[src/rtl/awd_pkg.sv]
package awd_pkg;
  typedef enum logic [1:0] {
    CYC_NONE = 2'd0,
    CYC_OK   = 2'd1,
    CYC_TMO  = 2'd2
  } cyc_end_e;
endpackage

[src/rtl/awd_timer.sv]
module awd_timer
  import awd_pkg::*;
#(
  parameter int CNT_W = 8
) (
  input  logic             clk_i,
  input  logic             rst_ni,
  input  logic             start_i,
  input  logic             ack_i,
  input  logic [CNT_W-1:0] limit_i,
  output logic             busy_o,
  output cyc_end_e         end_o
);
  localparam int EXT_W = CNT_W + 1;

  logic [CNT_W-1:0] cnt_q;
  logic             busy_q;
  logic [EXT_W-1:0] elapsed;
  logic             expired;

  // elapsed counts the current cycle; limit 0 falls out as limit 1
  assign elapsed = {1'b0, cnt_q} + EXT_W'(1);
  assign expired = busy_q && !ack_i && (elapsed >= {1'b0, limit_i});

  always_comb begin
    end_o = CYC_NONE;
    if (busy_q && ack_i) end_o = CYC_OK;
    else if (expired)    end_o = CYC_TMO;
  end

  always_ff @(posedge clk_i or negedge rst_ni) begin
    if (!rst_ni) begin
      busy_q <= 1'b0;
      cnt_q  <= '0;
    end else if (start_i) begin
      busy_q <= 1'b1;
      cnt_q  <= '0;
    end else if (busy_q && (ack_i || expired)) begin
      busy_q <= 1'b0;
      cnt_q  <= '0;
    end else if (busy_q) begin
      cnt_q  <= cnt_q + CNT_W'(1);
    end
  end

  assign busy_o = busy_q;

  a_r1_start_arms: assert property (@(posedge clk_i) disable iff (!rst_ni)
    start_i |=> (busy_q && cnt_q == '0));
  a_r4_busy_drops: assert property (@(posedge clk_i) disable iff (!rst_ni)
    (busy_q && end_o != CYC_NONE && !start_i) |=> !busy_q);
endmodule

[src/rtl/awd_status.sv]
module awd_status (
  input  logic clk_i,
  input  logic rst_ni,
  input  logic set_i,
  input  logic clr_i,
  input  logic en_i,
  output logic err_o,
  output logic irq_o
);
  logic err_q;

  // set beats clear so a fresh failure is never lost
  always_ff @(posedge clk_i or negedge rst_ni) begin
    if (!rst_ni)     err_q <= 1'b0;
    else if (set_i)  err_q <= 1'b1;
    else if (clr_i)  err_q <= 1'b0;
  end

  assign err_o = err_q;
  assign irq_o = err_q & en_i;

  a_r7_set_sticks: assert property (@(posedge clk_i) disable iff (!rst_ni)
    set_i |=> err_q);
  a_r7_holds: assert property (@(posedge clk_i) disable iff (!rst_ni)
    (err_q && !clr_i) |=> err_q);
  a_r7_clears: assert property (@(posedge clk_i) disable iff (!rst_ni)
    (clr_i && !set_i) |=> !err_q);
endmodule

[src/rtl/awd_slot.sv]
module awd_slot
  import awd_pkg::*;
#(
  parameter int CNT_W  = 8,
  parameter int DATA_W = 16
) (
  input  logic              clk_i,
  input  logic              rst_ni,
  input  logic [CNT_W-1:0]  limit_i,
  input  logic              start_i,
  input  logic              ack_i,
  input  logic [DATA_W-1:0] rdata_i,
  input  logic              irq_en_i,
  input  logic              err_clr_i,
  output logic              busy_o,
  output logic              done_o,
  output logic              timeout_o,
  output logic [DATA_W-1:0] rdata_o,
  output logic              err_o,
  output logic              irq_o
);
  cyc_end_e          cyc_end;
  logic              done_q, tmo_q;
  logic [DATA_W-1:0] rdata_q;

  awd_timer #(.CNT_W(CNT_W)) u_timer (
    .clk_i   (clk_i),
    .rst_ni  (rst_ni),
    .start_i (start_i),
    .ack_i   (ack_i),
    .limit_i (limit_i),
    .busy_o  (busy_o),
    .end_o   (cyc_end)
  );

  awd_status u_status (
    .clk_i  (clk_i),
    .rst_ni (rst_ni),
    .set_i  (cyc_end == CYC_TMO),
    .clr_i  (err_clr_i),
    .en_i   (irq_en_i),
    .err_o  (err_o),
    .irq_o  (irq_o)
  );

  always_ff @(posedge clk_i or negedge rst_ni) begin
    if (!rst_ni) begin
      done_q  <= 1'b0;
      tmo_q   <= 1'b0;
      rdata_q <= '0;
    end else begin
      done_q <= (cyc_end != CYC_NONE);
      tmo_q  <= (cyc_end == CYC_TMO);
      if (cyc_end == CYC_OK)  rdata_q <= rdata_i;
      if (cyc_end == CYC_TMO) rdata_q <= '1;
    end
  end

  assign done_o    = done_q;
  assign timeout_o = tmo_q;
  assign rdata_o   = rdata_q;

  a_r2_ack_wins: assert property (@(posedge clk_i) disable iff (!rst_ni)
    (busy_o && ack_i) |=> (done_o && !timeout_o));
  a_r6_idle_quiet: assert property (@(posedge clk_i) disable iff (!rst_ni)
    (!busy_o && !start_i) |=> !done_o);
  a_r7_tmo_flags: assert property (@(posedge clk_i) disable iff (!rst_ni)
    timeout_o |-> (done_o && err_o));
endmodule

[src/rtl/access_watchdog.sv]
module access_watchdog #(
  parameter int N_SLOTS = 2,
  parameter int CNT_W   = 8,
  parameter int DATA_W  = 16
) (
  input  logic                      clk_i,
  input  logic                      rst_ni,
  input  logic [CNT_W-1:0]          limit_i,
  input  logic [N_SLOTS-1:0]        start_i,
  input  logic [N_SLOTS-1:0]        ack_i,
  input  logic [N_SLOTS*DATA_W-1:0] rdata_i,
  input  logic [N_SLOTS-1:0]        irq_en_i,
  input  logic [N_SLOTS-1:0]        err_clr_i,
  output logic [N_SLOTS-1:0]        busy_o,
  output logic [N_SLOTS-1:0]        done_o,
  output logic [N_SLOTS-1:0]        timeout_o,
  output logic [N_SLOTS*DATA_W-1:0] rdata_o,
  output logic [N_SLOTS-1:0]        err_o,
  output logic [N_SLOTS-1:0]        irq_o
);
  for (genvar s = 0; s < N_SLOTS; s++) begin : g_slot
    awd_slot #(.CNT_W(CNT_W), .DATA_W(DATA_W)) u_slot (
      .clk_i     (clk_i),
      .rst_ni    (rst_ni),
      .limit_i   (limit_i),
      .start_i   (start_i[s]),
      .ack_i     (ack_i[s]),
      .rdata_i   (rdata_i[s*DATA_W +: DATA_W]),
      .irq_en_i  (irq_en_i[s]),
      .err_clr_i (err_clr_i[s]),
      .busy_o    (busy_o[s]),
      .done_o    (done_o[s]),
      .timeout_o (timeout_o[s]),
      .rdata_o   (rdata_o[s*DATA_W +: DATA_W]),
      .err_o     (err_o[s]),
      .irq_o     (irq_o[s])
    );

    a_r8_irq_needs_err: assert property (@(posedge clk_i) disable iff (!rst_ni)
      irq_o[s] |-> (err_o[s] && irq_en_i[s]));
  end
endmodule

[config.mk]
export PLATFORM = sky130hd
export DESIGN_NAME = access_watchdog
export DESIGN_NICKNAME = d
export VERILOG_FILES = /design/src/rtl/awd_pkg.sv /design/src/rtl/awd_timer.sv /design/src/rtl/awd_status.sv /design/src/rtl/awd_slot.sv /design/src/rtl/access_watchdog.sv
export SDC_FILE = /design/constraint.sdc
export NUM_CORES = 1
export LEC_CHECK = 0
export BUFFER_PORTS_ARGS = -buffer_cell sky130_fd_sc_hd__buf_2
export CORE_AREA = 2 2 99 63
export DETAILED_ROUTE_END_ITERATION = 12
export DIE_AREA = 0 0 101 65
export PLACE_DENSITY_LB_ADDON = 0.15
export RECOVER_POWER = 100
export SLEW_MARGIN = 10
export SYNTH_ARGS = -nofsm -noshare
export SYNTH_HDL_FRONTEND = slang
export SYNTH_SLANG_ARGS = --single-unit
[constraint.sdc]
create_clock -name clk_i -period 3.2 [get_ports clk_i]
set_input_delay 0.32 -clock clk_i [delete_from_list [all_inputs] [get_ports clk_i]]
set_output_delay 0.32 -clock clk_i [all_outputs]
set_load 0.01 [all_outputs]
Word level (Yosys, flattened, before mapping)
Index checks and enable logic that the tools add are counted.
- flip-flop bits (word level): 56
- input bits: 50
- output and inout bits: 42
- $add $sub $neg: 4
- magnitude comparators: 2
- eq/ne operators: 4
- multiplexer cells: 22
- bitwise operators: 2
- reductions and logical operators: 22
- operator list (kind ; count):
    2-to-1 mux 16 bit ; 4
    2-to-1 mux 8 bit ; 6
    adder 8 x 1 -> 9 bit, second input constant ; 2
    >= comparator 9 x 8 -> 1 bit ; 2
    adder 8 x 1 -> 8 bit, second input constant ; 2
    nonzero test 2 bit ; 8
    logical AND 1 bit ; 8
    2-to-1 mux 1 bit ; 8
    2-to-1 mux 2 bit ; 4
    nonzero test 3 bit ; 2
    equality test 2 x 1 -> 1 bit, second input constant ; 2
    equality test 2 bit, second input constant ; 2
    bitwise AND 1 bit ; 2
    logical NOT 1 bit ; 2
    logical OR 1 bit ; 2

Logic depth before layout (Yosys ltp)
- depth in word-level cells: 8
- depth in mapped cells: 13
- depth with buffers taken out: 11

Modules after synthesis
From an unflattened synthesis, not the netlist that was laid out.
- cell total of the unflattened synthesis: 312
- area total of the unflattened synthesis: 3109.2 um^2
- modules (own cells, without submodules) (module ; times used ; cells an instance ; area an instance (um^2) ; sequential area each (um^2)):
    awd_slot ; 2 ; 76 ; 789.5 ; 450.4
    awd_timer at g_slot[1].u_slot.u_timer ; 1 ; 79 ; 758.2 ; 225.2
    awd_timer at g_slot[0].u_slot.u_timer ; 1 ; 73 ; 686.9 ; 225.2
    awd_status ; 2 ; 4 ; 42.5 ; 25.0

Worst setup path before layout
OpenSTA, ideal clock, no wires.
- path type: register to register
- start: register g_slot[1].u_slot.u_timer.cnt_q[0]
- end: register g_slot[1].u_slot.rdata_q[10]
- library setup time: 0.121 ns
- arrival time: 2.436 ns
- path slack: 0.642 ns
- cell stages (with the launch flop): 14
- buffers on the path: 2
- period minus slack after synthesis: 2.558 ns
- cell sequence: dfrtp_1 -> ha_1 -> and3_1 -> nand3_1 -> xnor2_1 -> ha_1 -> and3_1 -> a21oi_1 -> nand3_2 -> nor2_2 -> nor2b_1 -> buf_2 -> buf_6 -> o22a_1
- cells in the longest elaborated chain, start to end: 7
- elaborated cells on any way between the ends: 9
- those cells by class: add/sub (1); order compare (1); eq/ne (2); mux (3); reduce/logical (2)
- ends and longest elaborated chain (element ; line ; text):
    start, declared ; awd_timer.sv:16 ; logic [CNT_W-1:0] cnt_q;
    start signal, assigned ; awd_timer.sv:42 ; cnt_q <= cnt_q + CNT_W'(1);
    adder 8 x 1 -> 9 bit * ; awd_timer.sv:22 ; assign elapsed = {1'b0, cnt_q} + EXT_W'(1);
    >= comparator 9 x 8 -> 1 bit * ; awd_timer.sv:23 ; assign expired = busy_q && !ack_i && (elapsed >= {1'b0, limit_i});
    logical AND 1 bit * ; awd_timer.sv:23 ;
    2-to-1 mux 2 bit * ; awd_timer.sv:28 ; else if (expired) end_o = CYC_TMO;
    2-to-1 mux 2 bit * ; awd_timer.sv:27 ; if (busy_q && ack_i) end_o = CYC_OK;
    equality test 2 bit or equality test 2 x 1 -> 1 bit (tied branches) ; awd_slot.sv:55, awd_slot.sv:54 ;
    2-to-1 mux 16 bit or nonzero test 2 bit (tied branches) ; -- ;
    end signal, assigned ; awd_slot.sv:54 ; if (cyc_end == CYC_OK) rdata_q <= rdata_i;
    end, declared ; awd_slot.sv:24 ; logic [DATA_W-1:0] rdata_q;
Every way passes the cells marked *; elsewhere a longest branch is shown, timed or not.
A chain may end at the register's enable or synchronous reset.

Worst setup path in the final report
- start: register g_slot[0].u_slot.u_timer.cnt_q[0]
- end: register g_slot[0].u_slot.rdata_q[5]
- cells in the longest elaborated chain, start to end: 7
- elaborated cells on any way between the ends: 9
- those cells by class: add/sub (1); order compare (1); eq/ne (2); mux (3); reduce/logical (2)
- ends and longest elaborated chain (element ; line):
    start, declared ; awd_timer.sv:16
    start signal, assigned ; awd_timer.sv:42
    adder 8 x 1 -> 9 bit * ; awd_timer.sv:22
    >= comparator 9 x 8 -> 1 bit * ; awd_timer.sv:23
    logical AND 1 bit * ; awd_timer.sv:23
    2-to-1 mux 2 bit * ; awd_timer.sv:28
    2-to-1 mux 2 bit * ; awd_timer.sv:27
    equality test 2 bit or equality test 2 x 1 -> 1 bit (tied branches) ; awd_slot.sv:55, awd_slot.sv:54
    2-to-1 mux 16 bit or nonzero test 2 bit (tied branches) ; --
    end signal, assigned ; awd_slot.sv:54
    end, declared ; awd_slot.sv:24
Marked as above.

==> metrics.md <==
| Metric | Value |
|---|---|
| Status | finished, final reports clean |
| Vias per inst | 5.30 |
| Setup_tns | 0 ns |
| H-tree Lvls | 2 |
| IO buf count | 91 |
| Worst min path class | input pin to flip-flop |
| Ys flop type | dfrtp_1 |
| Power Density | 458 nW/um2 |
| Total GRT Usage | 18.8% |
| Final net count | 399 |
| Top Usage Layer GRT | met1 |
| Largest net degree at the start of global routing | 25 |
| Post-Route WL | 5950 um |
| WP buf/inv | 0 |
| Fin. max-slew vios | 0 |
| Final setup fails | 0 |
| Critical path fanouts, max | 17 |
| Adder-cell share of the synthesized area | 8.01% |
| Clock Skew | 0.00388 ns |
| Largest family of logic cells by synthesized area | compound AO/OA/AOI/OAI gates |
| Max Cap Violations | 0 |
| Final Hold Viols | 0 |
| Post-synthesis sequential area ratio | 49.8% |
| DRC errors left | 0 |
| Commonest non-fill, non-tap cells in the layout | 56 x dfrtp_1, 49 x buf_2, 45 x clkbuf_1, 32 x o22a_1, 18 x ha_1 |
| Critical path type | flip-flop to flip-flop |
| Fmax | 359 MHz |
| CTS tree | built |
| I/O pin count | 92 |
| Slowest-stage cell, CP | dfrtp_1 |
| WL/cell | 14.7 um |
| Met3 usage | 4.53% |
| Unrepaired setup endpoints after global routing | false |
| CP arrival | 2.98 ns |
| Slowest stage delay, CP | 0.44 ns |
| Fin crit share | 87.1% |
| Vias post-DR | 2140 |
| Post-synth ARST share | 100% |
| Synth unique cells | 41 |
| DP HPWL | 4480 um |
| Mean Syn Cell Area | 11.3 um2 |
| YS warnings | 0 |
| Commonest non-fill, non-tap cell in the layout | dfrtp_1 |
| Synth Area in Compound Gates | 19.4% |
| Post-synthesis simple-gate area fraction | 12.4% |
| Vias in the first global route | 1985 |
| Seq cells post-synth | 56 |
| Die area | 6570 um2 |
| Mux share of post-synthesis cell area | 0.400% |
| Die W | 101 um |
| Layout area overhead | 17.2% |
| M2 GR Usage | 27.9% |
| Tot Pwr | 0.00151 W |
| Req. time, crit path | 3.39 ns |
| Starting Density | 48.7% |
| Worst-Margin Slew | 1.26 ns |
| Rel. slew slack | 15.9% |
| Layout cells sized above 1 | 19.9% |
| Leakage | 1.57 nW |
| Routability congestion estimate | 0.760 |
| ANT cells | 0 |
| CTS Root Cell | clkbuf_8 |
| CP Capture Type | flip-flop |
| Clk Latency, worst-skew pair | 0.30 ns |
| Cts bufs inserted | 5 |
| Startpoint Class | flip-flop |
| Clock sink count | 56 |
| First-pass GRT wire length | 9650 um |
| Initial antenna violation count | 0 |
| Initial DRC Count | 50 |
| Clock transition at the registers of the reported paths | 0.09 ns |
| Synth Cell Area | 2810 um2 |
| Core area | 5780 um2 |
| Post-synth EDFFs | 0 |
| CTS resizes | 0 |
| First-pass detailed-route iteration total | 4 |
| Max clock buf depth | 2 |
| Syn Nets | 318 |
| Min Tclk post-route | 2.79 ns |
| Detail Route Antenna Nets | 0 |
| Cell class contributing the biggest share of worst-path delay | compound AO/OA/AOI/OAI gates |
| Max IR drop VDD | 0.239 mV |
| Synth Instances | 250 |
| Die H | 65 um |
| # rows | 22 |
| XOR/XNOR share of the synthesized area | 3.43% |
| Met1 GRT Util | 28.1% |
| CP Cell Sequence | ha_1 -> nand3_2 -> or3_1 -> nand2_1 -> ha_1 -> o21a_1 -> o21ai_0 -> o21ai_2 -> o21a_1 -> o22a_1 |
| Grt ovf | 0 |
cell type report:
cell class	count	area (um2)
Clock inverter	2	35.0
Multi-Input combinational cell	162	1220
Fill cell	553	2480
Inverter	10	37.5
Sequential cell	56	1400
Timing Repair Buffer	96	435
Tap cell	72	90.1
Clock buffer	6	72.6
cells in the mapped netlist (2+ instances only):
cell / n / area [um2]
a21o_1: 4 / 30.0
a21oi_1: 9 / 45.0
a22o_1: 6 / 52.6
a31oi_1: 2 / 12.5
and2_1: 2 / 12.5
and3_1: 4 / 25.0
buf_2: 3 / 15.0
buf_4: 10 / 75.1
buf_6: 3 / 33.8
clkbuf_1: 5 / 18.8
dfrtp_1: 56 / 1400
ha_1: 18 / 225
inv_1: 10 / 37.5
nand2_1: 14 / 52.6
nand2b_1: 9 / 56.3
nand3_1: 14 / 70.1
nand3_2: 2 / 20.0
nand3b_1: 2 / 15.0
nand4b_1: 2 / 17.5
nor2_1: 6 / 22.5
nor2b_1: 3 / 18.8
nor3_2: 2 / 20.0
o21a_1: 2 / 15.0
o21ai_1: 4 / 20.0
o21bai_1: 2 / 15.0
o22a_1: 32 / 280
xnor2_1: 7 / 61.3
xor2_1: 4 / 35.0
metrics by stage:
step,std cells,hold slack (ns),area [um2],utilization (%),worst slack (ns)
final,404,0.209,3300,57.0,0.412
after global routing,404,0.208,3300,57.0,0.153
after CTS,404,0.201,3360,58.1,0.461
after detailed placement,395,0.330,3240,56.1,0.488
after global placement,395,0.329,3240,56.1,0.519
after floorplan,250,0.0244,2810,-,0.642
report_power, final:
part / total, W / switching [W] / internal, W
Clock: 0.000452 / 0.000220 / 0.000233
Sequential: 0.000809 / 0.0000393 / 0.000770
Combinational: 0.000250 / 0.000138 / 0.000112
worst paths after layout:
check / endpoint / from / slack [ns] / cells past startpoint
worst max-delay path: g_slot[0].u_slot.rdata_o[5] / g_slot[0].u_slot.u_timer.cnt_q[0] / 0.41 / 10
worst min register to register: g_slot[1].u_slot.rdata_o[8] / g_slot[1].u_slot.rdata_o[8] / 0.51 / 1
min in group asynchronous: g_slot[1].u_slot.u_timer.cnt_q[3] / rst_ni / 0.80 / 2
worst min-delay path: g_slot[0].u_slot.u_status.err_o / err_clr_i[0] / 0.21 / 2
worst max register to register: g_slot[0].u_slot.rdata_o[5] / g_slot[0].u_slot.u_timer.cnt_q[0] / 0.41 / 10
max in group asynchronous: g_slot[0].u_slot.u_timer.cnt_q[7] / rst_ni / 0.93 / 3
per-layer routing:
layer  vias up  routed length, um
met1      1016               3000
met2        64               2550
met3         5                360
met5         -                  0
met4         0                 40
li1       1055                  -
timing repair:
item	CTS	global route
setup buffers	0	0
hold buffers	1	0
hold endpoints to repair	22	0
cell families after synthesis:
logic type / after synthesis
AO/OA/AOI/OAI: 69
XOR/XNOR: 11
adder cells (fa/ha/maj): 18
buffers and inverters: 32
flip-flops: 56
multiplexers: 1
AND/OR/NAND/NOR: 63
flip-flops by register name (all words and copies together) (netlist names):
| name | flops |
|---|---|
| g_slot.u_slot.done_o | 2 |
| g_slot.u_slot.rdata_o | 32 |
| g_slot.u_slot.timeout_o | 2 |
| g_slot.u_slot.u_status.err_o | 2 |
| g_slot.u_slot.u_timer.busy_o | 2 |
| g_slot.u_slot.u_timer.cnt_q | 16 |
Note: power is estimated with default switching activity, not from simulation.
